[src/rtl/prot_pkg.sv]
package prot_pkg;

  typedef enum logic [1:0] {
    LVL_NONE = 2'd0,
    LVL_QTR  = 2'd1,
    LVL_HALF = 2'd2,
    LVL_ALL  = 2'd3
  } lvl_e;

  localparam int LOCK_BIT = 7;
  localparam int LVL_HI   = 3;
  localparam int LVL_LO   = 2;
  localparam int LATCH_BIT = 1;
  localparam int BUSY_BIT = 0;

  // Decide whether an address whose two top bits are top2 is in the locked range.
  function automatic logic region_locked(input lvl_e lvl, input logic [1:0] top2);
    logic hit;
    case (lvl)
      LVL_NONE: hit = 1'b0;
      LVL_QTR:  hit = (top2 == 2'b11);
      LVL_HALF: hit = top2[1];
      default:  hit = 1'b1;
    endcase
    return hit;
  endfunction

  function automatic logic [7:0] pack_status(input logic lock_en, input lvl_e lvl,
                                             input logic latch, input logic busy);
    logic [7:0] b;
    b = 8'h00;
    if (busy) begin
      b = 8'hFF;
    end else begin
      b[LOCK_BIT]      = lock_en;
      b[LVL_HI:LVL_LO] = lvl;
      b[LATCH_BIT]     = latch;
      b[BUSY_BIT]      = 1'b0;
    end
    return b;
  endfunction

endpackage

[src/rtl/prot_range.sv]
module prot_range
  import prot_pkg::*;
(
  input  lvl_e       lvl,
  input  logic [1:0] top2,
  output logic       in_locked
);
  always_comb in_locked = region_locked(lvl, top2);
endmodule

[src/rtl/prot_status.sv]
module prot_status
  import prot_pkg::*;
(
  input  logic       lock_en,
  input  lvl_e       lvl,
  input  logic       latch,
  input  logic       busy,
  output logic [7:0] byte_o
);
  always_comb byte_o = pack_status(lock_en, lvl, latch, busy);
endmodule

[src/rtl/prot_store.sv]
module prot_store
  import prot_pkg::*;
(
  input  logic       clk,
  input  logic       rst_n,
  input  logic       pin_release,
  input  logic       stat_ok,
  input  logic       stw_valid,
  input  logic [7:0] stw_data,
  input  logic       sess_end,
  output logic       lock_en,
  output lvl_e       lvl
);
  logic       pend_q;
  logic       pend_lock_q;
  lvl_e       pend_lvl_q;
  logic       cancel_ev;
  logic       capture_ev;
  logic       commit_ev;
  logic [4:0] unused_data;

  assign unused_data = {stw_data[6:4], stw_data[1:0]};

  assign cancel_ev  = pend_q & lock_en & ~pin_release;
  assign capture_ev = stw_valid & stat_ok;
  assign commit_ev  = sess_end & pend_q & stat_ok;

  always_ff @(posedge clk or negedge rst_n) begin
    if (!rst_n) begin
      pend_q      <= 1'b0;
      pend_lock_q <= 1'b0;
      pend_lvl_q  <= LVL_NONE;
    end else if (sess_end || cancel_ev) begin
      pend_q <= 1'b0;
    end else if (capture_ev) begin
      pend_q      <= 1'b1;
      pend_lock_q <= stw_data[LOCK_BIT];
      pend_lvl_q  <= lvl_e'(stw_data[LVL_HI:LVL_LO]);
    end
  end

  always_ff @(posedge clk or negedge rst_n) begin
    if (!rst_n) begin
      lock_en <= 1'b0;
      lvl     <= LVL_NONE;
    end else if (commit_ev) begin
      lock_en <= pend_lock_q;
      lvl     <= pend_lvl_q;
    end
  end

  // a cancel leaves nothing pending on the next cycle
  p_cancel_drops_r8: assert property (@(posedge clk) disable iff (!rst_n)
    cancel_ev |=> !pend_q);

  // lock_en holds while the pin is low
  p_lock_holds_r10: assert property (@(posedge clk) disable iff (!rst_n)
    (lock_en && !pin_release) |=> lock_en);

  // the stored fields move only on a session end
  p_quiet_fields_r11: assert property (@(posedge clk) disable iff (!rst_n)
    !sess_end |=> ($stable(lock_en) && $stable(lvl)));

  // a pending byte is only ever taken while writing is allowed
  p_pend_needs_ok_r7: assert property (@(posedge clk) disable iff (!rst_n)
    (!pend_q && !stat_ok) |=> !pend_q);

endmodule

[src/rtl/prot_guard.sv]
module prot_guard
  import prot_pkg::*;
#(
  parameter int ADDR_W = 15
) (
  input  logic              clk,
  input  logic              rst_n,
  input  logic              pin_release,
  input  logic              wr_latch,
  input  logic              busy,
  input  logic [ADDR_W-1:0] chk_addr,
  input  logic              stw_valid,
  input  logic [7:0]        stw_data,
  input  logic              sess_end,
  output logic              arr_permit,
  output logic              stat_permit,
  output logic [7:0]        stat_byte
);
  localparam int LOW_W = ADDR_W - 2;

  logic             lock_en;
  lvl_e             lvl;
  logic             in_locked;
  logic             hw_lock;
  logic             can_write;
  logic [1:0]       top2;
  logic [LOW_W-1:0] unused_low;

  assign top2       = chk_addr[ADDR_W-1 -: 2];
  assign unused_low = chk_addr[LOW_W-1:0];

  assign can_write   = wr_latch & ~busy;
  assign hw_lock     = lock_en & ~pin_release;
  assign arr_permit  = can_write & ~in_locked;
  assign stat_permit = can_write & ~hw_lock;

  prot_range u_range (
    .lvl       (lvl),
    .top2      (top2),
    .in_locked (in_locked)
  );

  prot_store u_store (
    .clk         (clk),
    .rst_n       (rst_n),
    .pin_release (pin_release),
    .stat_ok     (stat_permit),
    .stw_valid   (stw_valid),
    .stw_data    (stw_data),
    .sess_end    (sess_end),
    .lock_en     (lock_en),
    .lvl         (lvl)
  );

  prot_status u_status (
    .lock_en (lock_en),
    .lvl     (lvl),
    .latch   (wr_latch),
    .busy    (busy),
    .byte_o  (stat_byte)
  );

  // busy forces the all-ones byte and closes both permits
  p_busy_byte_r2: assert property (@(posedge clk) disable iff (!rst_n)
    busy |-> (stat_byte == 8'hFF && !arr_permit && !stat_permit));

  // without the latch nothing may be written
  p_latch_gate_r4: assert property (@(posedge clk) disable iff (!rst_n)
    !wr_latch |-> (!arr_permit && !stat_permit));

  // the pin lock, seen through the status byte, refuses status writes
  p_pin_lock_r6: assert property (@(posedge clk) disable iff (!rst_n)
    (!busy && stat_byte[LOCK_BIT] && !pin_release) |-> !stat_permit);

  // the whole-array level refuses every array write
  p_all_locked_r3: assert property (@(posedge clk) disable iff (!rst_n)
    (!busy && stat_byte[LVL_HI:LVL_LO] == 2'b11) |-> !arr_permit);

endmodule

[config.mk]
export PLATFORM = sky130hd
export DESIGN_NAME = prot_guard
export DESIGN_NICKNAME = d
export VERILOG_FILES = /design/src/rtl/prot_pkg.sv /design/src/rtl/prot_range.sv /design/src/rtl/prot_status.sv /design/src/rtl/prot_store.sv /design/src/rtl/prot_guard.sv
export SDC_FILE = /design/constraint.sdc
export NUM_CORES = 1
export LEC_CHECK = 0
export ABC_AREA = 1
export CORE_MARGIN = 3
export CORE_UTILIZATION = 31
export DETAILED_ROUTE_END_ITERATION = 7
export PLACE_DENSITY_LB_ADDON = 0.15
export SETUP_SLACK_MARGIN = 0.1
export SYNTH_ARGS = -nofsm -noshare
export SYNTH_HDL_FRONTEND = slang
export SYNTH_HIERARCHICAL = 1
export SYNTH_SLANG_ARGS = --single-unit
[constraint.sdc]
create_clock -name clk -period 2.35 [get_ports clk]
set_input_delay 0.47 -clock clk [delete_from_list [all_inputs] [get_ports clk]]
set_output_delay 0.47 -clock clk [all_outputs]
set_load 0.02 [all_outputs]
Yosys cells after proc, flatten, opt, wreduce, memory -nomap -nowiden
Cells that the tools add are included.

operators by class
  reductions and logical operators = 4
  equality and inequality tests = 3
  bitwise gates (word level) = 14
  multiplexer cells = 6

operators with widths
  operator            count
  $and 1x1->1         9
  $not 1->1           5
  $eq 2x2->1 const B  2
  $mux 4              1
  $mux 1              3
  $mux 3              1
  $pmux 1 s3          1
  $eq 2x1->1 const B  1
  $logic_not 2->1     1
  $reduce_and 2->1    1
  $reduce_bool 2->1   1
  $logic_or 1x1->1    1

word-level totals
  flip-flop bits (word level) = 7
  word-level logic and storage cells = 32
  input bits = 30
  output and inout port bits = 10

Longest topological paths before layout
  depth after elaboration = 7
  mapped depth = 8
  depth with buffers taken out = 8

Cells and area by module
The synthesis kept the hierarchy.

by module, submodules not included
  module       instances  seq. area each (µm²)  cells each  area each (µm²)
  prot_store   1          175.2                 34          322.8
  prot_status  1          0.0                   13          63.8
  prot_guard   1          0.0                   6           25.0
  prot_range   1          0.0                   3           13.8

Worst setup path before layout
OpenSTA, ideal clock, no wires.

  path type = in2reg
  from = in busy
  to = reg u_store.pend_lock_q
  data arrival time = 1.335 ns
  path buffers = 0
  setup slack = 0.898 ns
  setup time = 0.117 ns
  required time = 2.233 ns
  stages on the path = 8
  path through = inv_2 > nand2_2 > nor2_1 > nand2_1 > inv_2 > nand3_4 > nand2_1 > nand2_1

between the ends
  longest elaborated chain between the ends = 5

ends and longest elaborated chain
  item                               RTL line          text
  start: declaration                 prot_guard.sv:10  input logic busy,
  $not 1->1                          prot_guard.sv:32  assign can_write = wr_latch & ~busy;
  $and 1x1->1                        prot_guard.sv:32
  $and 1x1->1                        prot_guard.sv:35  assign stat_permit = can_write & ~hw_lock;
  net stat_permit                    prot_guard.sv:16  output logic stat_permit,
  $and 1x1->1                        prot_store.sv:25  assign capture_ev = stw_valid & stat_ok;
  $reduce_and 2->1 (no source line)  -
  end signal: assignment             prot_store.sv:37  pend_lock_q <= stw_data[LOCK_BIT];
  end: declaration                   prot_store.sv:15  logic pend_lock_q;

The timed path passes the listed nets, and every way through them passes these cells.
A chain may end at the register's enable or synchronous reset.

Worst setup path in the final report
  from = in busy
  to = out stat_byte[5]

between the ends
  longest elaborated chain between the ends = 1

ends and longest elaborated chain
  item              RTL line          text
  $mux 3            prot_pkg.sv:32    if (busy) begin
  end: declaration  prot_guard.sv:17  output logic [7:0] stat_byte

Every way passes these cells.

==> run metrics <==
Bufs and invs on worst path=3; first-pass GRT wire length=approximately 1300 um; Layout Skew=about 0.0076 ns; layout cells sized above 1=0.1519; Final WS setup=0.1829 ns; Tightest Pin Transition=0.3036 ns; Die ar.=about 0.0019 sq mm; min Tclk post-route=2.167 ns; Sw Ratio=0.3071; Slew Limit Fails=0; Die X=43.05 um; Unique masters post-synth=12; worst slack at placement=0.07843 ns; Via density=approximately 4.3; sequential area share after synthesis=0.4118; post-place instance area=between 600 and 700 sq um; Clock Root Buffer=clkbuf_4; Fin. Hold Viols=0; Worst Hold Class=in -> async; hold_buf cts=0; CTS Sinks=7; total of max-cap violations=0; vias in the first global route=331; Bufs on Longest Clock Path=2; clock group share of total power=0.288; clk_lat worst skew=about 0.25 ns; internal power=about 0.26 mW; RSZ-0062 raised after global routing=false; sequential share of power=0.424; CTS tree=built; WL per Instance=8.914 um; CP delay by family, top=buffers and inverters; WS Path Type=in -> out; Yosys warnings=6; Tcrit/Tclk final=0.9222; Setup Viol. Count Final=0; PD cells=around 570 mW/mm^2; Pwr Total=between 0.3 and 0.4 mW; core area=around 0.0012 sq mm; Detail Route Antenna Nets=0; vias=between 400 and 500; initial DRC count=2; grt total ovfl=0; Crit path top cell by count=clkdlybuf4s50_1; Die H=approximately 43 um; Global Route Usage Sum=0.09296; Arr. time, crit path=between 1.5 and 2 ns; outcome=finished, final reports clean; fin area=656.9 sq um; startpoint class of the critical path=input port; H-Tree Depth=1; largest net degree at the start of global routing=8; Final #Nets=110; Finished Layout Cells=slightly above 90; Top Ports=40; Reg clk slew, reported paths=roughly 0.050 ns; combinational power share=0.288; diode count=0; final hold slack=between 0.4 and 0.5 ns; Crit. End Element=primary output; area grow syn2layout=54.41%; Pleak=roughly 0.33 nW; crit path cell chain=clkdlybuf4s50_1, buf_4, clkdlybuf4s50_1; max-slew headroom at the worst pin=0.7970; placed insts=89; final core occ=0.5469; Avg Cell Area, Syn=between 7 and 8 sq um; gpl congestion=~0.67; CTS Buf Count=3; critical path fanouts, max=5; TritonRoute pass-1 iters=4; Syn Nets=86; port buffer count=21; Worst VDD drop=about 0.00050 V; register bit total from synthesis=7; Setup TNS Final=0 ns; Rows=12; Highest Clock Rate=about 0.46 GHz; post-synthesis cell count=56; initial antenna violation count=0; DRC viols=0; Post-Syn Area=425.4 sq um; Worst EP required=1.88 ns; slowest CP cell=clkdlybuf4s50_1; DP HPWL=approximately 670 um; Total Routed Length=829 um; worst stage delay on the critical path=around 0.60 ns; starting density of the core=0.3542; Net Sw Power=about 0.11 mW
## synthesized netlist by cell type
cell	count	area, sq um
nand4_1	3	18.77
nand2_1	16	60.06
o21ai_1	4	20.02
nand3_1	2	10.01
nor2_1	3	11.26
nand3_2	1	10.01
dfrtp_1	7	175.2
inv_2	3	11.26
nand3_4	2	35.03
buf_4	4	30.03
nand2_2	1	6.260
inv_1	10	37.54
## flip-flops by register name, indices dropped and copies added, names as in the netlist
name                 flops
u_store/lock_en          1
u_store/lvl              2
u_store/pend_lock_q      1
u_store/pend_lvl_q       2
u_store/pend_q           1
## worst paths after layout
kind | from | to | slack [ns] | cells past startpoint
min in group clk | u_store/pend_lock_q | u_store/pend_lock_q | 0.47 | 2
max in group asynchronous | rst_n | u_store/pend_lvl_q[1] | 1.64 | 1
hold / removal | rst_n | u_store/lvl[0] | 0.47 | 1
setup / recovery | busy | stat_byte[5] | 0.18 | 3
setup reg to reg | u_store/lock_en | u_store/pend_lvl_q[1] | 1.11 | 9
hold reg to reg | u_store/pend_lock_q | u_store/pend_lock_q | 0.47 | 2
## worst reg2reg max path, cell delays in order (launching register included)
cell,delay [ns]
dfrtp_1,0.43
inv_1,0.07
nor2_1,0.03
nor2_1,0.12
buf_4,0.13
nand2_1,0.05
inv_2,0.09
nand3_4,0.09
nand2_1,0.07
nand2_1,0.04
## area by class of cell
class | instances | area [sq um]
Clock buffer | 4 | 26.28
Inverter | 13 | 48.80
Tap cell | 14 | 17.52
Fill cell | 129 | 544.3
Multi-Input combinational cell | 32 | 171.4
Sequential cell | 7 | 175.2
Timing Repair Buffer | 23 | 217.7
## repair_timing
action                     CTS  global route
buffers inserted             0             0
setup endpoints to repair    6             0
resized for setup            6             0
## metal layers
metal,track usage,vias to the layer above,part of all wire
met5,0,-,0
met4,0,0,0
met3,0.06780,0,0.12
met2,0.1467,21,0.45
met1,0.1091,170,0.43
li1,-,213,-
## placed cells by master (no fill, tap or decap), types with 2 or more instances in the layout
| cell | synthesis | routed |
|---|---|---|
| nand2_1 | 16 | 16 |
| clkdlybuf4s50_1 | 0 | 15 |
| inv_1 | 10 | 10 |
| dfrtp_1 | 7 | 7 |
| dlygate4sd2_1 | 0 | 6 |
| o21ai_1 | 4 | 4 |
| inv_2 | 3 | 3 |
| nor2_1 | 3 | 3 |
| clkbuf_4 | 0 | 3 |
| nand4_1 | 3 | 3 |
| buf_4 | 4 | 2 |
| nand3_1 | 2 | 2 |
| nand3_4 | 2 | 2 |
## power by group through the flow
stage | logic [mW] | clock network [mW] | registers, mW
4_1_cts | 0.109 | 0.110 | 0.158
5_1_grt | 0.119 | 0.116 | 0.162
6_report | 0.107 | 0.107 | 0.158
3_5_place_dp | 0.116 | 0 | 0.160
3_3_place_gp | 0.115 | 0 | 0.160
2_1_floorplan | 0.0644 | 0 | 0.157
## cell families after synthesis
kind of cell	synth area share
AND/OR/NAND/NOR	0.3559
AO/OA/AOI/OAI	0.04706
flip-flops	0.4118
buffers and inverters	0.1853
No activity file was read; power rests on OpenSTA's default activity.
